### src/rtl/rx_silo_ctrl.sv
module rx_silo_ctrl #(
  parameter int NLINES    = 8,
  parameter int QDEPTH    = 4,
  parameter int CW        = 8,
  parameter int ALARM_LVL = 16
) (
  input  logic                 clk,
  input  logic                 rst_n,
  input  logic                 clr,
  input  logic                 scan_en,
  input  logic                 rx_ie,
  input  logic                 alarm_ie,
  input  logic                 lpr_we,
  input  logic [15:0]          lpr_data,
  input  logic [NLINES-1:0]    rx_vld,
  input  logic [NLINES-1:0]    rx_brk,
  input  logic [NLINES*CW-1:0] rx_char,
  input  logic                 rd_en,
  output logic [15:0]          rd_data,
  output logic                 rx_done,
  output logic                 silo_alarm,
  output logic                 rx_irq
);
  localparam int LW       = $clog2(NLINES);
  localparam int PW       = (QDEPTH > 1) ? $clog2(QDEPTH) : 1;
  localparam int CNTW     = $clog2(QDEPTH + 1);
  localparam int TOTW     = $clog2(NLINES * QDEPTH + 1);
  localparam int EN_BIT   = 12;
  localparam int LINE_LSB = 8;
  localparam int BRK_BIT  = 13;
  localparam int VLD_BIT  = 15;

  logic [NLINES-1:0]      en, nonempty, pop_oh;
  logic [CW:0]            head [NLINES];
  logic [NLINES*CNTW-1:0] cnt_vec;
  logic [TOTW-1:0]        total;
  logic [LW-1:0]          sel;
  logic [15:0]            word;
  logic                   armed;

  wire any  = |nonempty;
  wire take = rd_en & scan_en & any;

  assign pop_oh = take ? (NLINES'(1) << sel) : '0;

  for (genvar g = 0; g < NLINES; g++) begin : g_line
    logic [CW:0]     q [QDEPTH];
    logic [PW-1:0]   wp, rp;
    logic [CNTW-1:0] cnt;
    wire push = rx_vld[g] & en[g] & (cnt != CNTW'(QDEPTH));
    wire pop  = pop_oh[g];

    always_ff @(posedge clk or negedge rst_n) begin
      if (!rst_n) begin
        wp <= '0; rp <= '0; cnt <= '0;
      end else if (clr) begin
        wp <= '0; rp <= '0; cnt <= '0;
      end else begin
        if (push) wp <= (wp == PW'(QDEPTH - 1)) ? '0 : wp + 1'b1;
        if (pop)  rp <= (rp == PW'(QDEPTH - 1)) ? '0 : rp + 1'b1;
        cnt <= cnt + CNTW'(push) - CNTW'(pop);
      end
    end

    always_ff @(posedge clk)
      if (push) q[wp] <= {rx_brk[g], rx_char[g*CW +: CW]};

    assign head[g]                  = q[rp];
    assign nonempty[g]              = (cnt != '0);
    assign cnt_vec[g*CNTW +: CNTW]  = cnt;
  end

  always_comb begin
    sel = '0;
    for (int i = NLINES - 1; i >= 0; i--)
      if (nonempty[i]) sel = LW'(i);
  end

  always_comb begin
    total = '0;
    for (int i = 0; i < NLINES; i++)
      total = total + TOTW'(cnt_vec[i*CNTW +: CNTW]);
  end

  always_comb begin
    word                      = '0;
    word[VLD_BIT]             = 1'b1;
    word[BRK_BIT]             = head[sel][CW];
    word[LINE_LSB +: LW]      = sel;
    word[CW-1:0]              = head[sel][CW] ? '0 : head[sel][CW-1:0];
  end

  always_ff @(posedge clk or negedge rst_n) begin
    if (!rst_n)      en <= '0;
    else if (clr)    en <= '0;
    else if (lpr_we) en[lpr_data[LW-1:0]] <= lpr_data[EN_BIT];
  end

  always_ff @(posedge clk or negedge rst_n) begin
    if (!rst_n)     rd_data <= '0;
    else if (clr)   rd_data <= '0;
    else if (rd_en) rd_data <= take ? word : '0;
  end

  always_ff @(posedge clk or negedge rst_n) begin
    if (!rst_n) begin
      silo_alarm <= 1'b0; armed <= 1'b1;
    end else if (clr) begin
      silo_alarm <= 1'b0; armed <= 1'b1;
    end else if (!scan_en) begin
      silo_alarm <= 1'b0;
    end else if (rd_en) begin
      silo_alarm <= 1'b0;
      if (!any) armed <= 1'b1;
    end else if (armed && total >= TOTW'(ALARM_LVL)) begin
      silo_alarm <= 1'b1; armed <= 1'b0;
    end
  end

  assign rx_done = scan_en & any;
  assign rx_irq  = rx_ie & (alarm_ie ? silo_alarm : rx_done);
endmodule

### config.mk
export PLATFORM = sky130hd
export DESIGN_NAME = rx_silo_ctrl
export DESIGN_NICKNAME = d
export VERILOG_FILES = /design/src/rtl/rx_silo_ctrl.sv
export SDC_FILE = /design/constraint.sdc
export NUM_CORES = 1
export LEC_CHECK = 0
export CAP_MARGIN = 0
export CORE_ASPECT_RATIO = 0.6
export CORE_MARGIN = 2
export CORE_UTILIZATION = 63
export CTS_BUF_LIST = sky130_fd_sc_hd__clkbuf_8 sky130_fd_sc_hd__clkbuf_16
export DETAILED_ROUTE_END_ITERATION = 8
export PLACE_DENSITY = 0.85
export SLEW_MARGIN = 20
export SYNTH_ARGS = -nofsm -noshare
export SYNTH_HDL_FRONTEND = slang
export SYNTH_SLANG_ARGS = --single-unit
### constraint.sdc
create_clock -name clk -period 11.05 [get_ports clk]
set_input_delay 3.315 -clock clk [delete_from_list [all_inputs] [get_ports clk]]
set_output_delay 3.315 -clock clk [all_outputs]
set_load 0.05 [all_outputs]
Yosys cells after proc, flatten, opt, wreduce, memory -nomap -nowiden
Memory sizes are Yosys's and may differ from the RTL's.
Index checks and enable logic that the tools add are counted.

word-level totals
  bits in registers = 82
  memory bits (writable) = 288
  output and inout bits = 19
  word-level logic and storage cells = 262
  memories = 8

memories
  name         words  width  rd ports  clocked after memory_dff  wr ports  RTL line  RTL
  g_line[0].q  4      9      1         0                         1         47        logic [CW:0] q [QDEPTH];
  g_line[1].q  4      9      1         0                         1         47
  g_line[2].q  4      9      1         0                         1         47
  g_line[3].q  4      9      1         0                         1         47
  g_line[4].q  4      9      1         0                         1         47
  g_line[5].q  4      9      1         0                         1         47
  +2 memories  --     --     --        --                        --        --

operators by class
  $add $sub $neg = 39
  order comparisons = 4
  equal/unequal tests = 26
  shifts and indexed selects = 1
  multiplexer cells = 103
  bitwise operators = 21
  reduce and logical (&&, ||, !) cells = 32

operator list
  kind                   count
  $mux W2                48
  $mux W16               3
  $mux W3                16
  $reduce_bool A2 Y1     19
  $add A2 B1 Y2 const B  16
  $eq A2 B2 Y1 const B   16
  $mux W8                4
  $bmux W9 S3            1
  $mux W1                27
  $ne A3 B3 Y1 const B   9
  $reduce_bool A3 Y1     9
  $add A3 B1 Y3          8
  $add A6 B3 Y6          4
  $sub A3 B1 Y3          8
  $and A1 B1 Y1          20
  $mux W9                2
  $bwmux W8              1
  $reduce_or A8 Y1       1
  $shl A1 B3 Y8 const A  1
  $add A5 B3 Y6          1
  $ge A6 B5 Y1 const B   1
  $add A4 B3 Y5          1
  $add A3 B3 Y4          1
  $ge A4 B4 Y1 const B   1
  other kinds (7)        8

Depth between registers and ports, before layout
  word-level depth = 17
  depth in mapped cells = 15
  depth with buffers taken out = 14

Least setup slack after synthesis
OpenSTA, ideal clock, no wires.

  path type = input -> output
  start point = in scan_en
  end point = out rx_irq
  data arrival time = 4.945 ns
  data required time = 7.735 ns
  slack = 2.790 ns
  stages on the path = 3
  buffers on the path = 0
  cells stage by stage = nor2b_1 mux2i_1 nor2b_1

between the ends
  longest elaborated chain between the ends = 3

ends and longest elaborated chain
  what                RTL line  RTL
  start: declaration  10        input logic scan_en,
  $and A1 B1 Y1       120       assign rx_done = scan_en & any;
  $mux W1             121       assign rx_irq = rx_ie & (alarm_ie ? silo_alarm : rx_done);
  $and A1 B1 Y1       121
  end: declaration    22        output logic rx_irq

Every way passes these cells.

Worst setup path in the final report
Ends and elaborated chain as after synthesis.

==> key figures <==
Run status
  • Status: finished, final reports clean

Route
  • Number of iterations in the first detailed-routing pass: 6
  • DR WL/cell: 23.3 µm
  • Routed WL: 34,300 µm
  • Post-route ant nets: 0
  • Initial DRC Count: 887
  • DR vias/cell: about 6.1
  • DRC viols: 0
  • Via count: 8,970

Yosys
  • Mapped cell area: 16,200 µm²
  • Syn Area/Cell: roughly 16 µm²
  • Synth cell types: 56
  • Post-synthesis register bit count: ~370
  • Post-synthesis sequential area ratio: 0.656
  • Top cell type by total area after synthesis: edfxtp_1
  • Leading post-synthesis cells by cell area: edfxtp_1 (53%), dfrtp_1 (12%), mux4_2 (9.9%)
  • Synth warn: 0
  • Synth Instances: 1,001
  • Most common cell in the netlist: edfxtp_1
  • EDFF count, synth: 288
  • Top FF cell, synth: edfxtp_1
  • Fraction of registers with async set/reset: 0.215
  • Synth top cells by count: edfxtp_1 (288), dfrtp_1 (78), inv_1 (78)
  • Synth top area share: 0.534

Die
  • Core footprint: 25,300 µm²
  • Top-Level Pins: 123
  • Initial Util: 0.641
  • Die width: 211 µm
  • DIE AREA: around 27,000 µm²
  • Die height: between 100 and 150 µm
  • # rows: 45

Worst setup path
  • Critical path, cell by cell: clkdlybuf4s50_1 > nor2b_1 > mux2i_1 > nor2b_1 > clkdlybuf4s50_1
  • CP bufs+invs: 2
  • Data arrival, critical path: 5.12 ns
  • Slowest CP cell: clkdlybuf4s50_1
  • CP peak stage delay: 0.80 ns
  • Max FO, Critical Path: 6
  • CP Capture Type: primary output
  • Top Family by Delay on Critical Path: buffers and inverters
  • Worst path required time: 7.74 ns
  • Worst setup SP type: primary input
  • Crit path kind: in -> out

Cells and area
  • Share of cells above drive strength 1: 0.134
  • Fillers: 1,523
  • Final net count: 1,300
  • Area grow syn2layout: 15.4%
  • Cell area after layout: 18,700 µm²

Power and ir drop
  • Power share of the combinational group: 0.168
  • Sequential cell fraction of total power: 0.470
  • Pwr per Cell Area: 177 nW/µm²
  • Cell Int Power: 0.00241 W
  • Leakage: between 6 and 7 nW
  • P_sw: about 0.0009 W
  • Clock power share: 0.362
  • Switching Share: 0.271
  • Peak VDD IR: 99.6 µV

Clock tree
  • CTS Hold Bufs: 0
  • H-tree depth: 2
  • CTS tree: built
  • Post-CTS setup buffer count: 0
  • Clock Root Buffer: clkbuf_16
  • Post_cts resized: 0
  • Clock Latency Late Sink: between 0.5 and 0.6 ns
  • TritonCTS Buffers: 34
  • Clock Path Buffers: 3
  • Worst-path clk slew: 0.07 ns
  • # clock sinks: between 300 and 400

Timing
  • RSZ-0062 raised after global routing: false
  • Final period util: 0.763
  • Slew HR: 0.356
  • Slew @ Worst Pin: approximately 0.97 ns
  • Setup TNS: 0 ns
  • # setup viols final: 0
  • Skew final: approximately 0.026 ns
  • Slew Viols, Final: 0
  • FMAX: between 100 and 150 MHz
  • Final Hold Fails: 0
  • Tmin final: 8.43 ns

Global routing
  • Congestion Overflow GR: 0
  • GR Util All Layers: 0.267
  • Largest net degree at the start of global routing: between 70 and 80
  • Vias in the first global route: 9,152
  • Initial antenna violation count: 1
  • First-pass GRT wire length: around 53,000 µm

Job
  • Max cap viols: 0

Placed design
  • Placed inst area: 17,500 µm²
  • Port Buf Inserts: 107
  • DP HPWL: 23,800 µm
  • RePlAce Congestion: 0.813

Worst hold path
  • Kind of path behind the tightest hold check: reg -> reg
cells in the final DEF, fill, tap and decap left out, types with 3 or more instances in the layout:
cell             instances
clkbuf_8                 4
nand2_1                 55
nor2_1                  70
nor3b_1                  4
inv_1                   88
clkdlybuf4s50_1        105
and2_1                  35
a32o_1                   7
a22o_1                   3
a21oi_1                 18
xor2_1                   4
buf_4                    4
dfrtp_1                 78
nor3_1                  13
clkinv_2                 3
nand3_1                 10
nand2b_1                 5
xnor2_1                 16
nor2b_1                 11
or3_1                    3
o22ai_1                 15
mux2i_1                 28
edfxtp_1               288
nand4_1                  4
conb_1                   3
o311a_1                  5
o21ai_0                 15
ha_1                    61
nor3_2                   4
clkbuf_16               38
fa_1                    23
and3_1                   7
mux4_2                  71
flip-flops by register name, summed over array words and instances, names as in the netlist:
name and flops:
silo_alarm 1, rd_data 13, g_line.wp 16, armed 1
g_line.q 288, g_line.cnt 24, en 8, g_line.rp 16
metal layers:
layer	vias to the layer above	wire (µm)	track usage
met3	59	2670	0.0593
met5	-	0	0
met1	4610	14700	0.395
met4	0	722	0.0704
li1	3946	-	-
met2	355	16200	0.411
cell type report:
class | count | area, µm² | share of cell area
antenna | 1 | 2.50 | 0.000134
timing repair buffer | 110 | 1090 | 0.0581
multi-input combinational | 521 | 5120 | 0.274
sequential | 367 | 10600 | 0.569
inverter | 78 | 293 | 0.0157
clock buffer | 42 | 1010 | 0.0538
tap | 329 | 412 | 0.0220
clock inverter | 20 | 149 | 0.00797
kinds of logic (layout without fill, tap and decap cells):
kind of cell,Yosys count,after routing,share of synthesized area
flip-flops,367,367,0.656
AO/OA/AOI/OAI,80,80,0.0379
other,1,4,0.000231
XOR/XNOR,20,20,0.0108
multiplexers,102,102,0.119
AND/OR/NAND/NOR,232,232,0.0722
adder cells (fa/ha/maj),84,84,0.0755
buffers and inverters,115,250,0.0290
power by group through the flow:
stage	sequential (W)	combinational, W	clock [W]
floorplan	0.00159	0.000324	0
global placement	0.00158	0.000532	0
detailed placement	0.00158	0.000543	0
CTS	0.00155	0.000551	0.00121
global route	0.00156	0.000597	0.00127
finish	0.00155	0.000557	0.00120
worst min-delay path, stage by stage (launching register included):
cell	delay [ns]
dfrtp_1	0.36
nand2_1	0.06
nand2_1	0.06
stage by stage:
| stage | std cells | setup slack (ns) | util | hold slack (ns) | total power (W) |
|---|---|---|---|---|---|
| 6_report | 1468 | 2.62 | 0.739 | 0.513 | 0.00330 |
| 3_3_place_gp | 1405 | 2.65 | 0.693 | 0.467 | 0.00211 |
| 5_1_grt | 1468 | 2.51 | 0.739 | 0.541 | 0.00342 |
| 2_1_floorplan | 1003 | 2.79 | - | 0.486 | 0.00192 |
| 3_5_place_dp | 1405 | 2.61 | 0.693 | 0.502 | 0.00212 |
| 4_1_cts | 1467 | 2.61 | 0.739 | 0.518 | 0.00332 |
final timing paths:
path | slack, ns | startpoint | to | cells past startpoint
max | 2.62 | scan_en | rx_irq | 5
min | 0.51 | rd_data[15] | rd_data[15] | 2
max reg2reg | 6.93 | g_line[3].cnt[0] | g_line[4].cnt[2] | 13
min reg2reg | 0.51 | rd_data[15] | rd_data[15] | 2
max in group asynchronous | 7.30 | rst_n | g_line[1].rp[1] | 2
min in group asynchronous | 2.58 | rst_n | en[1] | 1
Note: power is estimated with default switching activity, not from simulation.
